--- src/rtl/spi_rb_pkg.sv ---
package spi_rb_pkg;
  localparam int DW   = 64;
  localparam int NREG = 9;

  localparam int IDX_ERR = 0;
  localparam int IDX_CTR = 1;
  localparam int IDX_CFG = 2;
  localparam int IDX_CLK = 3;
  localparam int IDX_MM  = 4;
  localparam int IDX_TDR = 5;
  localparam int IDX_RDR = 6;
  localparam int IDX_SEQ = 7;
  localparam int IDX_STS = 8;

  localparam int ST_RFULL = 63;
  localparam int ST_ROVR  = 62;
  localparam int ST_TFULL = 61;
  localparam int ST_TOVR  = 60;
  localparam int ST_TUNR  = 59;

  // op byte i sits at the top end of the word for i = 0
  function automatic logic [7:0] op_byte(input logic [DW-1:0] w, input int i);
    return w[DW-1-8*i -: 8];
  endfunction

  function automatic logic [3:0] rst_field(input logic [DW-1:0] w, input int lsb);
    return w[lsb +: 4];
  endfunction

  function automatic logic [DW-1:0] pack_status(input logic rf, input logic ro,
                                                input logic tf, input logic to,
                                                input logic tu);
    logic [DW-1:0] s;
    s = '0;
    s[ST_RFULL] = rf;
    s[ST_ROVR]  = ro;
    s[ST_TFULL] = tf;
    s[ST_TOVR]  = to;
    s[ST_TUNR]  = tu;
    return s;
  endfunction
endpackage

--- src/rtl/spi_rb_decode.sv ---
module spi_rb_decode #(
  parameter int ADDR_W = 8,
  parameter int NREG   = 9,
  localparam int IDX_W = ADDR_W - 3
) (
  input  logic              bus_wr,
  input  logic              bus_rd,
  input  logic [ADDR_W-1:0] bus_addr,
  input  logic [3:0]        bus_len,
  output logic [NREG-1:0]   wr_sel,
  output logic [NREG-1:0]   rd_sel,
  output logic              rd_ok,
  output logic [IDX_W-1:0]  idx
);
  logic legal;
  logic [2:0] lane_ignored;

  assign legal        = (bus_len == 4'd8);
  assign idx          = bus_addr[ADDR_W-1:3];
  assign lane_ignored = bus_addr[2:0];
  assign rd_ok        = bus_rd && legal;

  for (genvar g = 0; g < NREG; g++) begin : g_sel
    assign wr_sel[g] = bus_wr && legal && (idx == IDX_W'(g));
    assign rd_sel[g] = rd_ok && (idx == IDX_W'(g));
  end
endmodule

--- src/rtl/spi_rb_seqops.sv ---
module spi_rb_seqops #(
  parameter int NBYTE = 8,
  localparam int W = NBYTE * 8
) (
  input  logic         clk,
  input  logic         rst,
  input  logic         wr,
  input  logic [W-1:0] wdata,
  output logic [W-1:0] ops
);
  for (genvar b = 0; b < NBYTE; b++) begin : g_byte
    logic [7:0] q;
    always_ff @(posedge clk) begin
      if (rst)     q <= '0;
      else if (wr) q <= wdata[W-1-8*b -: 8];
    end
    assign ops[W-1-8*b -: 8] = q;
  end
endmodule

--- src/rtl/spi_rb_status.sv ---
module spi_rb_status (
  input  logic clk,
  input  logic rst,
  input  logic tdr_wr_evt,
  input  logic rdr_rd_evt,
  input  logic sts_wr_evt,
  input  logic w_rovr,
  input  logic w_tovr,
  input  logic seq_load,
  input  logic seq_consume,
  output logic rdr_full,
  output logic rdr_ovr,
  output logic tdr_full,
  output logic tdr_ovr,
  output logic tdr_unr
);
  logic load_over_evt;
  logic consume_empty_evt;

  assign load_over_evt     = seq_load && rdr_full;
  assign consume_empty_evt = seq_consume && !tdr_full;

  always_ff @(posedge clk) begin
    if (rst) begin
      rdr_full <= 1'b0;
      rdr_ovr  <= 1'b0;
      tdr_full <= 1'b0;
      tdr_ovr  <= 1'b0;
      tdr_unr  <= 1'b0;
    end else begin
      if (seq_load)        rdr_full <= 1'b1;
      else if (rdr_rd_evt) rdr_full <= 1'b0;

      if (load_over_evt)   rdr_ovr <= 1'b1;
      else if (sts_wr_evt) rdr_ovr <= w_rovr;

      if (tdr_wr_evt)       tdr_full <= 1'b1;
      else if (seq_consume) tdr_full <= 1'b0;

      if (tdr_wr_evt)             tdr_unr <= 1'b0;
      else if (consume_empty_evt) tdr_unr <= 1'b1;

      if (sts_wr_evt) tdr_ovr <= w_tovr;
    end
  end

  assert_rfull_on_load_R10: assert property (@(posedge clk) disable iff (rst)
    seq_load |=> rdr_full);
  assert_rovr_on_second_load_R10: assert property (@(posedge clk) disable iff (rst)
    load_over_evt |=> rdr_ovr);
  assert_tdr_write_flags_R5: assert property (@(posedge clk) disable iff (rst)
    tdr_wr_evt |=> (tdr_full && !tdr_unr));
  assert_underrun_on_empty_R11: assert property (@(posedge clk) disable iff (rst)
    (consume_empty_evt && !tdr_wr_evt) |=> tdr_unr);
  assert_read_clears_rfull_R4: assert property (@(posedge clk) disable iff (rst)
    (rdr_rd_evt && !seq_load) |=> !rdr_full);
endmodule

--- src/rtl/spi_ctl_regs.sv ---
module spi_ctl_regs
  import spi_rb_pkg::*;
#(
  parameter int          ADDR_W   = 8,
  parameter int          RST_LSB  = 56,
  parameter logic [63:0] HARD_RST = 64'h0C00_0000_0000_0000,
  parameter logic [3:0]  UNLOCK_A = 4'h5,
  parameter logic [3:0]  UNLOCK_B = 4'hA,
  localparam int         IDX_W    = ADDR_W - 3
) (
  input  logic              clk,
  input  logic              rst,
  input  logic              bus_wr,
  input  logic              bus_rd,
  input  logic [ADDR_W-1:0] bus_addr,
  input  logic [3:0]        bus_len,
  input  logic [DW-1:0]     bus_wdata,
  output logic [DW-1:0]     bus_rdata,
  input  logic              seq_load,
  input  logic [DW-1:0]     seq_rx_data,
  input  logic              seq_consume,
  output logic [DW-1:0]     tx_data,
  output logic [DW-1:0]     op_codes,
  output logic [DW-1:0]     clk_cfg,
  output logic              ctl_reset_evt,
  output logic              tdr_full,
  output logic              rdr_full
);
  logic [NREG-1:0]  wr_sel, rd_sel;
  logic             rd_ok;
  logic [IDX_W-1:0] idx;
  logic [DW-1:0]    err_q, ctr_q, cfg_q, mm_q, rdr_q;
  logic             rdr_ovr, tdr_ovr, tdr_unr;
  logic             unlock_evt;

  spi_rb_decode #(.ADDR_W(ADDR_W), .NREG(NREG)) dec_i (
    .bus_wr(bus_wr), .bus_rd(bus_rd), .bus_addr(bus_addr), .bus_len(bus_len),
    .wr_sel(wr_sel), .rd_sel(rd_sel), .rd_ok(rd_ok), .idx(idx)
  );

  spi_rb_seqops #(.NBYTE(DW / 8)) ops_i (
    .clk(clk), .rst(rst), .wr(wr_sel[IDX_SEQ]), .wdata(bus_wdata), .ops(op_codes)
  );

  spi_rb_status sts_i (
    .clk(clk), .rst(rst),
    .tdr_wr_evt(wr_sel[IDX_TDR]), .rdr_rd_evt(rd_sel[IDX_RDR]),
    .sts_wr_evt(wr_sel[IDX_STS]),
    .w_rovr(bus_wdata[ST_ROVR]), .w_tovr(bus_wdata[ST_TOVR]),
    .seq_load(seq_load), .seq_consume(seq_consume),
    .rdr_full(rdr_full), .rdr_ovr(rdr_ovr), .tdr_full(tdr_full),
    .tdr_ovr(tdr_ovr), .tdr_unr(tdr_unr)
  );

  assign unlock_evt = wr_sel[IDX_CLK]
                   && (rst_field(clk_cfg, RST_LSB) == UNLOCK_A)
                   && (rst_field(bus_wdata, RST_LSB) == UNLOCK_B);

  always_ff @(posedge clk) begin
    if (rst) begin
      err_q <= '0; ctr_q <= '0; cfg_q <= '0; mm_q <= '0;
      rdr_q <= '0; tx_data <= '0;
      clk_cfg <= HARD_RST;
      ctl_reset_evt <= 1'b0;
    end else begin
      if (wr_sel[IDX_ERR]) err_q <= bus_wdata;
      if (wr_sel[IDX_CTR]) ctr_q <= bus_wdata;
      if (wr_sel[IDX_CFG]) cfg_q <= bus_wdata;
      if (wr_sel[IDX_MM])  mm_q  <= bus_wdata;
      if (wr_sel[IDX_TDR]) tx_data <= bus_wdata;
      if (seq_load)             rdr_q <= seq_rx_data;
      else if (wr_sel[IDX_RDR]) rdr_q <= bus_wdata;
      if (unlock_evt)           clk_cfg <= HARD_RST;
      else if (wr_sel[IDX_CLK]) clk_cfg <= bus_wdata;
      ctl_reset_evt <= unlock_evt;
    end
  end

  always_comb begin
    bus_rdata = '1;
    if (rd_ok) begin
      case (int'(idx))
        IDX_ERR: bus_rdata = err_q;
        IDX_CTR: bus_rdata = ctr_q;
        IDX_CFG: bus_rdata = cfg_q;
        IDX_CLK: bus_rdata = clk_cfg;
        IDX_MM:  bus_rdata = mm_q;
        IDX_TDR: bus_rdata = tx_data;
        IDX_RDR: bus_rdata = rdr_q;
        IDX_SEQ: bus_rdata = op_codes;
        IDX_STS: bus_rdata = pack_status(rdr_full, rdr_ovr, tdr_full, tdr_ovr, tdr_unr);
        default: bus_rdata = '1;
      endcase
    end
  end

  assert_unlock_hard_value_R6: assert property (@(posedge clk) disable iff (rst)
    unlock_evt |=> (clk_cfg == HARD_RST && ctl_reset_evt));
  assert_plain_clk_store_R7: assert property (@(posedge clk) disable iff (rst)
    (wr_sel[IDX_CLK] && !unlock_evt) |=> (clk_cfg == $past(bus_wdata)));
  assert_short_read_ones_R1: assert property (@(posedge clk) disable iff (rst)
    (bus_rd && bus_len != 4'd8) |-> (bus_rdata == '1));
  assert_short_write_keeps_err_R1: assert property (@(posedge clk) disable iff (rst)
    (bus_wr && bus_len != 4'd8) |=> $stable(err_q));
  assert_one_write_target_R2: assert property (@(posedge clk) disable iff (rst)
    $onehot0(wr_sel));
endmodule

--- config.mk ---
export PLATFORM = sky130hd
export DESIGN_NAME = spi_ctl_regs
export DESIGN_NICKNAME = d
export VERILOG_FILES = /design/src/rtl/spi_rb_pkg.sv /design/src/rtl/spi_rb_decode.sv /design/src/rtl/spi_rb_seqops.sv /design/src/rtl/spi_rb_status.sv /design/src/rtl/spi_ctl_regs.sv
export SDC_FILE = /design/constraint.sdc
export NUM_CORES = 1
export LEC_CHECK = 0
export BUFFER_PORTS_ARGS = -buffer_cell sky130_fd_sc_hd__buf_4
export CAP_MARGIN = 5
export CORE_MARGIN = 3
export CORE_UTILIZATION = 55
export CTS_CLUSTER_DIAMETER = 120
export CTS_CLUSTER_SIZE = 25
export DETAILED_ROUTE_END_ITERATION = 8
export PLACE_DENSITY_LB_ADDON = 0.3
export SLEW_MARGIN = 20
export SYNTH_ARGS = -nofsm -noshare
export SYNTH_HDL_FRONTEND = slang
export SYNTH_SLANG_ARGS = --single-unit
--- constraint.sdc ---
create_clock -name clk -period 2.5 [get_ports clk]
set_input_delay 0.125 -clock clk [delete_from_list [all_inputs] [get_ports clk]]
set_output_delay 0.125 -clock clk [all_outputs]
set_load 0.03 [all_outputs]
==> flow_metrics.env, run 1 <==
export IMPL_hold_violations=0
export IMPL_skew_ps=13.9
export IMPL_rsz0062_at_grt="no"
export IMPL_fin_tns_setup_ps=0
export IMPL_synthArstFlopShare=0
export IMPL_place_congestion=0.877
export IMPL_dpl_hpwl_um=50300
export IMPL_vias_per_cell=6.25
export IMPL_synth_area_um2=22500
export IMPL_dieHeight_um=208
export IMPL_rr_endpoint="sts_i.rdr_full$_SDFFE_PP0P_"
export IMPL_final_common_cell="nand2_1"
export IMPL_cp_startpoint="bus_len[1]"
export IMPL_numCtsBuffers=24
export IMPL_syn_area_per_cell_um2=8.02
export IMPL_clock_latency_ps=570
export IMPL_vias=23108
export IMPL_grt_max_degree=145
export IMPL_synth_warnings=0
export IMPL_portBuffers=401
export IMPL_core_rowCount=73
export IMPL_antenna_found_initial=3
export IMPL_area_growth_pct=24.6
export IMPL_reg2reg_from="sts_i.rdr_full$_SDFFE_PP0P_"
export IMPL_utilization=0.699
export IMPL_htree_levels=1
export IMPL_dr_pass1_iters=6
export IMPL_synth_nets=2945
export IMPL_crit_required_ps=2380
export IMPL_post_route_period_util=0.964
export IMPL_setup_violations=0
export IMPL_holdCritPathClass="in2reg"
export IMPL_synthCells=2799
export IMPL_ys_flop_type="dfxtp_1"
export IMPL_ys_types=47
export IMPL_synth_edf_count=0
export IMPL_finalMaxSlewViolations=0
export IMPL_cts_root_buffer="clkbuf_16"
export IMPL_drc_errors=0
export IMPL_maxSlewHeadroom=0.322
export IMPL_peakVddDrop_mv=0.443
export IMPL_crit_arrival_ps=2280
export IMPL_dieArea_um2=43300
export IMPL_worst_pin_slew_ps=1010
export IMPL_p_per_area_nw_per_um2=504
export IMPL_final_cell_mix="nand2_1 (905), dfxtp_1 (518), a21oi_1 (450)"
export IMPL_cts_tree="done"
export IMPL_synthTopCellsByArea="dfxtp_1 (46%), nand2_1 (15%), a21oi_1 (10%), mux2i_1 (4.2%), mux4_2 (4.0%)"
export IMPL_max_freq_mhz=415
export IMPL_dpl_cell_count=3496
export IMPL_drive_gt1_frac=0.177
export IMPL_overflow=0
export IMPL_ant_nets=0
export IMPL_drtIter0Drc=2697
export IMPL_r2r_setup_slack_ps=640
export IMPL_grt_use_total=0.365
export IMPL_synth_top_cell_area_share=0.462
export IMPL_fin_cells=3697
export IMPL_status="finished, final reports clean"
export IMPL_min_period_ps=2410
export IMPL_io_pins=405
export IMPL_cts_clk_slew_worst_paths_ps=100
export IMPL_r2r_worst_path_cells=4
export IMPL_cts_sinks=518
export IMPL_leakage_nw=10.5
export IMPL_path_max_fanout=25
export IMPL_grt_pass1_wl_um=127000
export IMPL_path_class="in2out"
export IMPL_clock_path_buffers=3
export IMPL_wire_per_inst_um=22.6
export IMPL_core_area_um2=40000
export IMPL_die_width_um=208
export IMPL_crit_end="bus_rdata[23]"
export IMPL_whs_path_depth=3
export IMPL_cp_start_kind="primary input"
export IMPL_max_cap_viol_count=0
export IMPL_nets=3315
export IMPL_synth_seq_area_share=0.462
export IMPL_cp_end_kind="output port"
export IMPL_initial_utilization=0.561
export IMPL_grt_pass1_vias=22502
export IMPL_synth_top_cell_by_area="dfxtp_1"
export IMPL_synth_ff_latch_count=518
export IMPL_nFillCells=3069
export IMPL_drt_wl_total_um=83500
power by group:
part | internal [mW] | switching [mW]
Clock | 1.80 | 2.66
Combinational | 0.552 | 0.726
Sequential | 8.33 | 0.0464
metrics by stage:
stage | area, µm² | power, mW | setup slack, ps | hold WS [ps]
5_1_grt | 28000 | 14.4 | 29.2 | 19.1
3_3_place_gp | 25600 | 9.54 | 207 | 401
3_5_place_dp | 25600 | 9.56 | 184 | 409
2_1_floorplan | 22500 | 9.17 | 315 | 242
6_report | 28000 | 14.1 | 90.2 | 17.5
4_1_cts | 28000 | 14.1 | 136 | 2.51
worst max-delay path, cell delays in order:
cell      delay [ps]
buf_4            120
or4b_4           590
a2111o_2         420
buf_4            280
a221oi_1         300
nand3_1          220
buf_4            220
per-layer routing:
metal,part of all wire,GRT usage,routed length (µm),up-vias
met4,0.041,0.159,3390,2
met1,0.37,0.470,30900,11001
met3,0.12,0.0718,9780,234
li1,-,-,-,10241
met5,0.000096,0,8,-
met2,0.47,0.601,39500,1630
cell usage after synthesis, types with 22 or more instances:
library cell    n
a22o_1         22
a311oi_1       64
a22oi_1        93
mux2i_1        95
clkbuf_1      193
nand2_1       905
buf_4          60
nor2_1        163
mux4_2         40
nand3_1        55
dfxtp_1       518
a21oi_1       450
state kept, by name (all words and copies together) (netlist names), 64 cells and up:
name and count:
cfg_q 64, clk_cfg 64, ctr_q 64, err_q 64, mm_q 64, ops_i.g_byte.q 64, rdr_q 64, tx_data 64
area by class of cell:
cell class                 count  area, µm²  share of cell area
tap                          525        657              0.0235
clock inverter                 1       8.76            0.000313
timing repair buffer         641       5550               0.198
sequential                   518      10400               0.371
clock buffer                  25        626              0.0224
inverter                       5       21.3            0.000760
multi-input combinational   1979      10700               0.384
antenna                        3       7.51            0.000268
logic make-up after synthesis:
group,after synthesis,synth area share
mux,137,0.0835
simple gates,1172,0.210
flops,518,0.462
compound gates,670,0.181
buf+inv,302,0.0637
repair_timing:
item | in CTS | in global routing
endpoints found under the hold margin | 517 | 0
resized for setup | 0 | 1
hold buffers | 172 | 0
buffers inserted | 0 | 0
setup endpoints to repair | 0 | 1
worst min-delay path by stage:
stage,startpoint,end,slack (ps)
2_1_floorplan,seq_load,sts_i.rdr_full$_SDFFE_PP0P_,240
3_3_place_gp,seq_load,sts_i.rdr_full$_SDFFE_PP0P_,400
3_5_place_dp,seq_load,sts_i.rdr_full$_SDFFE_PP0P_,410
4_1_cts,seq_rx_data[12],rdr_q[12]$_SDFFE_PP0P_,3
5_1_grt,seq_rx_data[12],rdr_q[12]$_SDFFE_PP0P_,20
6_report,seq_rx_data[12],rdr_q[12]$_SDFFE_PP0P_,20
Power figures use the tool's default switching activity.
==> inputs of run 2 (changes only) <==
--- a/config.mk
+++ b/config.mk
@@ -6,9 +6,9 @@
 export NUM_CORES = 1
 export LEC_CHECK = 0
 export BUFFER_PORTS_ARGS = -buffer_cell sky130_fd_sc_hd__buf_4
-export CAP_MARGIN = 5
+export CAP_MARGIN = 20
 export CORE_MARGIN = 3
-export CORE_UTILIZATION = 55
+export CORE_UTILIZATION = 51
 export CTS_CLUSTER_DIAMETER = 120
 export CTS_CLUSTER_SIZE = 25
 export DETAILED_ROUTE_END_ITERATION = 8
==> constraint.sdc (replaced) <==
create_clock -name clk -period 2.2 [get_ports clk]
set_input_delay 0.11 -clock clk [delete_from_list [all_inputs] [get_ports clk]]
set_output_delay 0.11 -clock clk [all_outputs]
set_load 0.005 [all_outputs]
==> run 2 against run 1 <==
  * The run now ends with negative setup slack left
  * Worst hold slack better by 180 ps
  * Largest power group unchanged
  * Clock power rose by 13%
  * Setup slack worse by 180 ps
  * Final area up 2.8%
  * Combinational power is 14% higher
  * Die area rose by 7.6%
  * Critical endpoint is now bus_rdata[63]
  * Count of clock-buffer cells in the layout is the same
  * Largest cell class unchanged
  * First-iteration DRC count is 1.2% higher
  * Routed wire length up 2.9%
  * Power up 14%
  * Clock skew shrank 2.0 ps
==> flow_metrics.env, run 2 (synthesis results as in run 1) <==
export IMPL_status="finished with violations"
export IMPL_violations="negative setup slack"
export IMPL_area_growth_pct=28.1
export IMPL_core_area_um2=43300
export IMPL_ant_nets=0
export IMPL_place_congestion=0.902
export IMPL_cp_slowest_cell="mux4_2"
export IMPL_htree_levels=1
export IMPL_crit_chain="mux4_2 -> a222oi_1 -> o211ai_1 -> buf_4"
export IMPL_cp_start_kind="flop"
export IMPL_dpl_cell_count=3574
export IMPL_maxSlewHeadroom=0.325
export IMPL_r2r_worst_path_cells=5
export IMPL_cts_tree="done"
export IMPL_drt_wl_total_um=85900
export IMPL_p_per_area_nw_per_um2=557
export IMPL_cts_clk_slew_worst_paths_ps=110
export IMPL_setup_violations=23
export IMPL_grt_use_total=0.348
export IMPL_crit_arrival_ps=2180
export IMPL_vias=22927
export IMPL_grt_pass1_vias=22394
export IMPL_path_max_fanout=2
export IMPL_holdPathEnd="sts_i.tdr_ovr$_SDFFE_PP0P_"
export IMPL_leakage_nw=10.7
export IMPL_clock_path_buffers=3
export IMPL_hold_violations=0
export IMPL_clock_latency_ps=580
export IMPL_post_route_period_util=1.04
export IMPL_numCtsBuffers=24
export IMPL_final_common_cell="nand2_1"
export IMPL_max_stage_delay_ps=470
export IMPL_core_rowCount=76
export IMPL_initial_utilization=0.519
export IMPL_cts_root_buffer="clkbuf_16"
export IMPL_min_from="bus_addr[6]"
export IMPL_postLayoutSetupSlackWorst_ps=-88.2
export IMPL_dp_slack_ps=-178
export IMPL_overflow=0
export IMPL_vias_per_cell=6.07
export IMPL_whs_path_depth=5
export IMPL_rr_endpoint="clk_cfg[46]$_SDFFE_PP0P_"
export IMPL_grt_pass1_wl_um=129000
export IMPL_portBuffers=401
export IMPL_max_cap_viol_count=0
export IMPL_drive_gt1_frac=0.206
export IMPL_peakVddDrop_mv=0.577
export IMPL_cp_end_kind="output port"
export IMPL_dieHeight_um=216
export IMPL_r2r_setup_slack_ps=570
export IMPL_final_cell_area_um2=28800
export IMPL_path_class="reg2out"
export IMPL_wire_per_inst_um=22.8
export IMPL_rsz0062_at_grt="yes"
export IMPL_dieArea_um2=46600
export IMPL_max_freq_mhz=437
export IMPL_worst_pin_slew_ps=1010
export IMPL_finalMaxSlewViolations=0
export IMPL_dr_pass1_iters=6
export IMPL_drc_errors=0
export IMPL_skew_ps=11.9
export IMPL_dpl_hpwl_um=53000
export IMPL_grt_max_degree=138
export IMPL_p_total_mw=16.0
export IMPL_crit_required_ps=2090
export IMPL_die_width_um=216
export IMPL_antenna_found_initial=2
export IMPL_post_dp_cell_area_um2=25900
export IMPL_nets=3333
export IMPL_reg2reg_from="clk_cfg[58]$_SDFFE_PP1P_"
export IMPL_drtIter0Drc=2729
export IMPL_final_cell_mix="nand2_1 (905), dfxtp_1 (513), buf_4 (446)"
export IMPL_fin_cells=3774
export IMPL_io_pins=405
export IMPL_min_period_ps=2290
export IMPL_holdCritPathClass="in2reg"
export IMPL_cts_sinks=518
## run 2: cell types whose count changed in the layout (fill, tap and decap cells not counted), sizes merged
| cell | change |
|---|---|
| buf | +28 |
| dlygate4sd3 | -13 |
| clkbuf | +3 |
| diode | -1 |
## run 2: power breakdown
group          switching (mW)  internal, mW  total, mW
clock                    3.01          2.04       5.05
combinational           0.824         0.635       1.46
sequential             0.0548          9.46       9.52
total                    3.88          12.1       16.0
## run 2: per-stage QoR
step                      TNS (ps)   util  hold slack, ps
after floorplan                  0      -             227
after global placement      -20090  0.599             394
after detailed placement    -19690  0.599             403
after CTS                     -147  0.652             156
after global routing         -1520  0.665             247
final                         -608  0.665             193
## run 2: metal layers
metal	vias up	part of all wire	global-route usage
li1	10275	-	-
met1	11007	0.38	0.450
met2	1415	0.47	0.587
met3	230	0.10	0.0548
met4	0	0.040	0.135
met5	-	0	0
## run 2: how the worst max path moves through the flow
stage,startpoint,end,slack (ps),depth (start not counted)
floorplan,bus_addr[4],bus_rdata[36],220,6
global placement,bus_addr[5],ops_i.g_byte[2].q[0]$_SDFFE_PP0P_,-180,8
detailed placement,bus_addr[5],ops_i.g_byte[2].q[5]$_SDFFE_PP0P_,-180,8
CTS,ops_i.g_byte[0].q[7]$_SDFFE_PP0P_,bus_rdata[63],-90,4
global route,rdr_q[62]$_SDFFE_PP0P_,bus_rdata[62],-130,5
finish,ops_i.g_byte[0].q[7]$_SDFFE_PP0P_,bus_rdata[63],-90,4
## run 2: what timing repair did
action / in CTS / in global routing
resized for setup: 10 / 90
pin swaps: 5 / 17
setup buffers: 1 / 8
endpoints found under the setup margin: 29 / 60
endpoints found under the hold margin: 518 / 0
cloned: 0 / 4
hold buffers: 159 / 0
## run 2: worst max-delay path: cells and delay by family, from the launching register on
| family | cells | cell delay [ps] |
|---|---|---|
| compound gates | 2 | 590 |
| buf+inv | 1 | 200 |
| flops | 1 | 330 |
| mux | 1 | 470 |
## run 2: final cells by class
class                      count  area (µm²)
tap                          585         732
clock inverter                 1        8.76
timing repair buffer         659        5920
clock buffer                  25         626
inverter                       5        21.3
fill                        3491       14500
multi-input combinational   1979       11100
sequential                   518       10400
antenna                        2        5.00
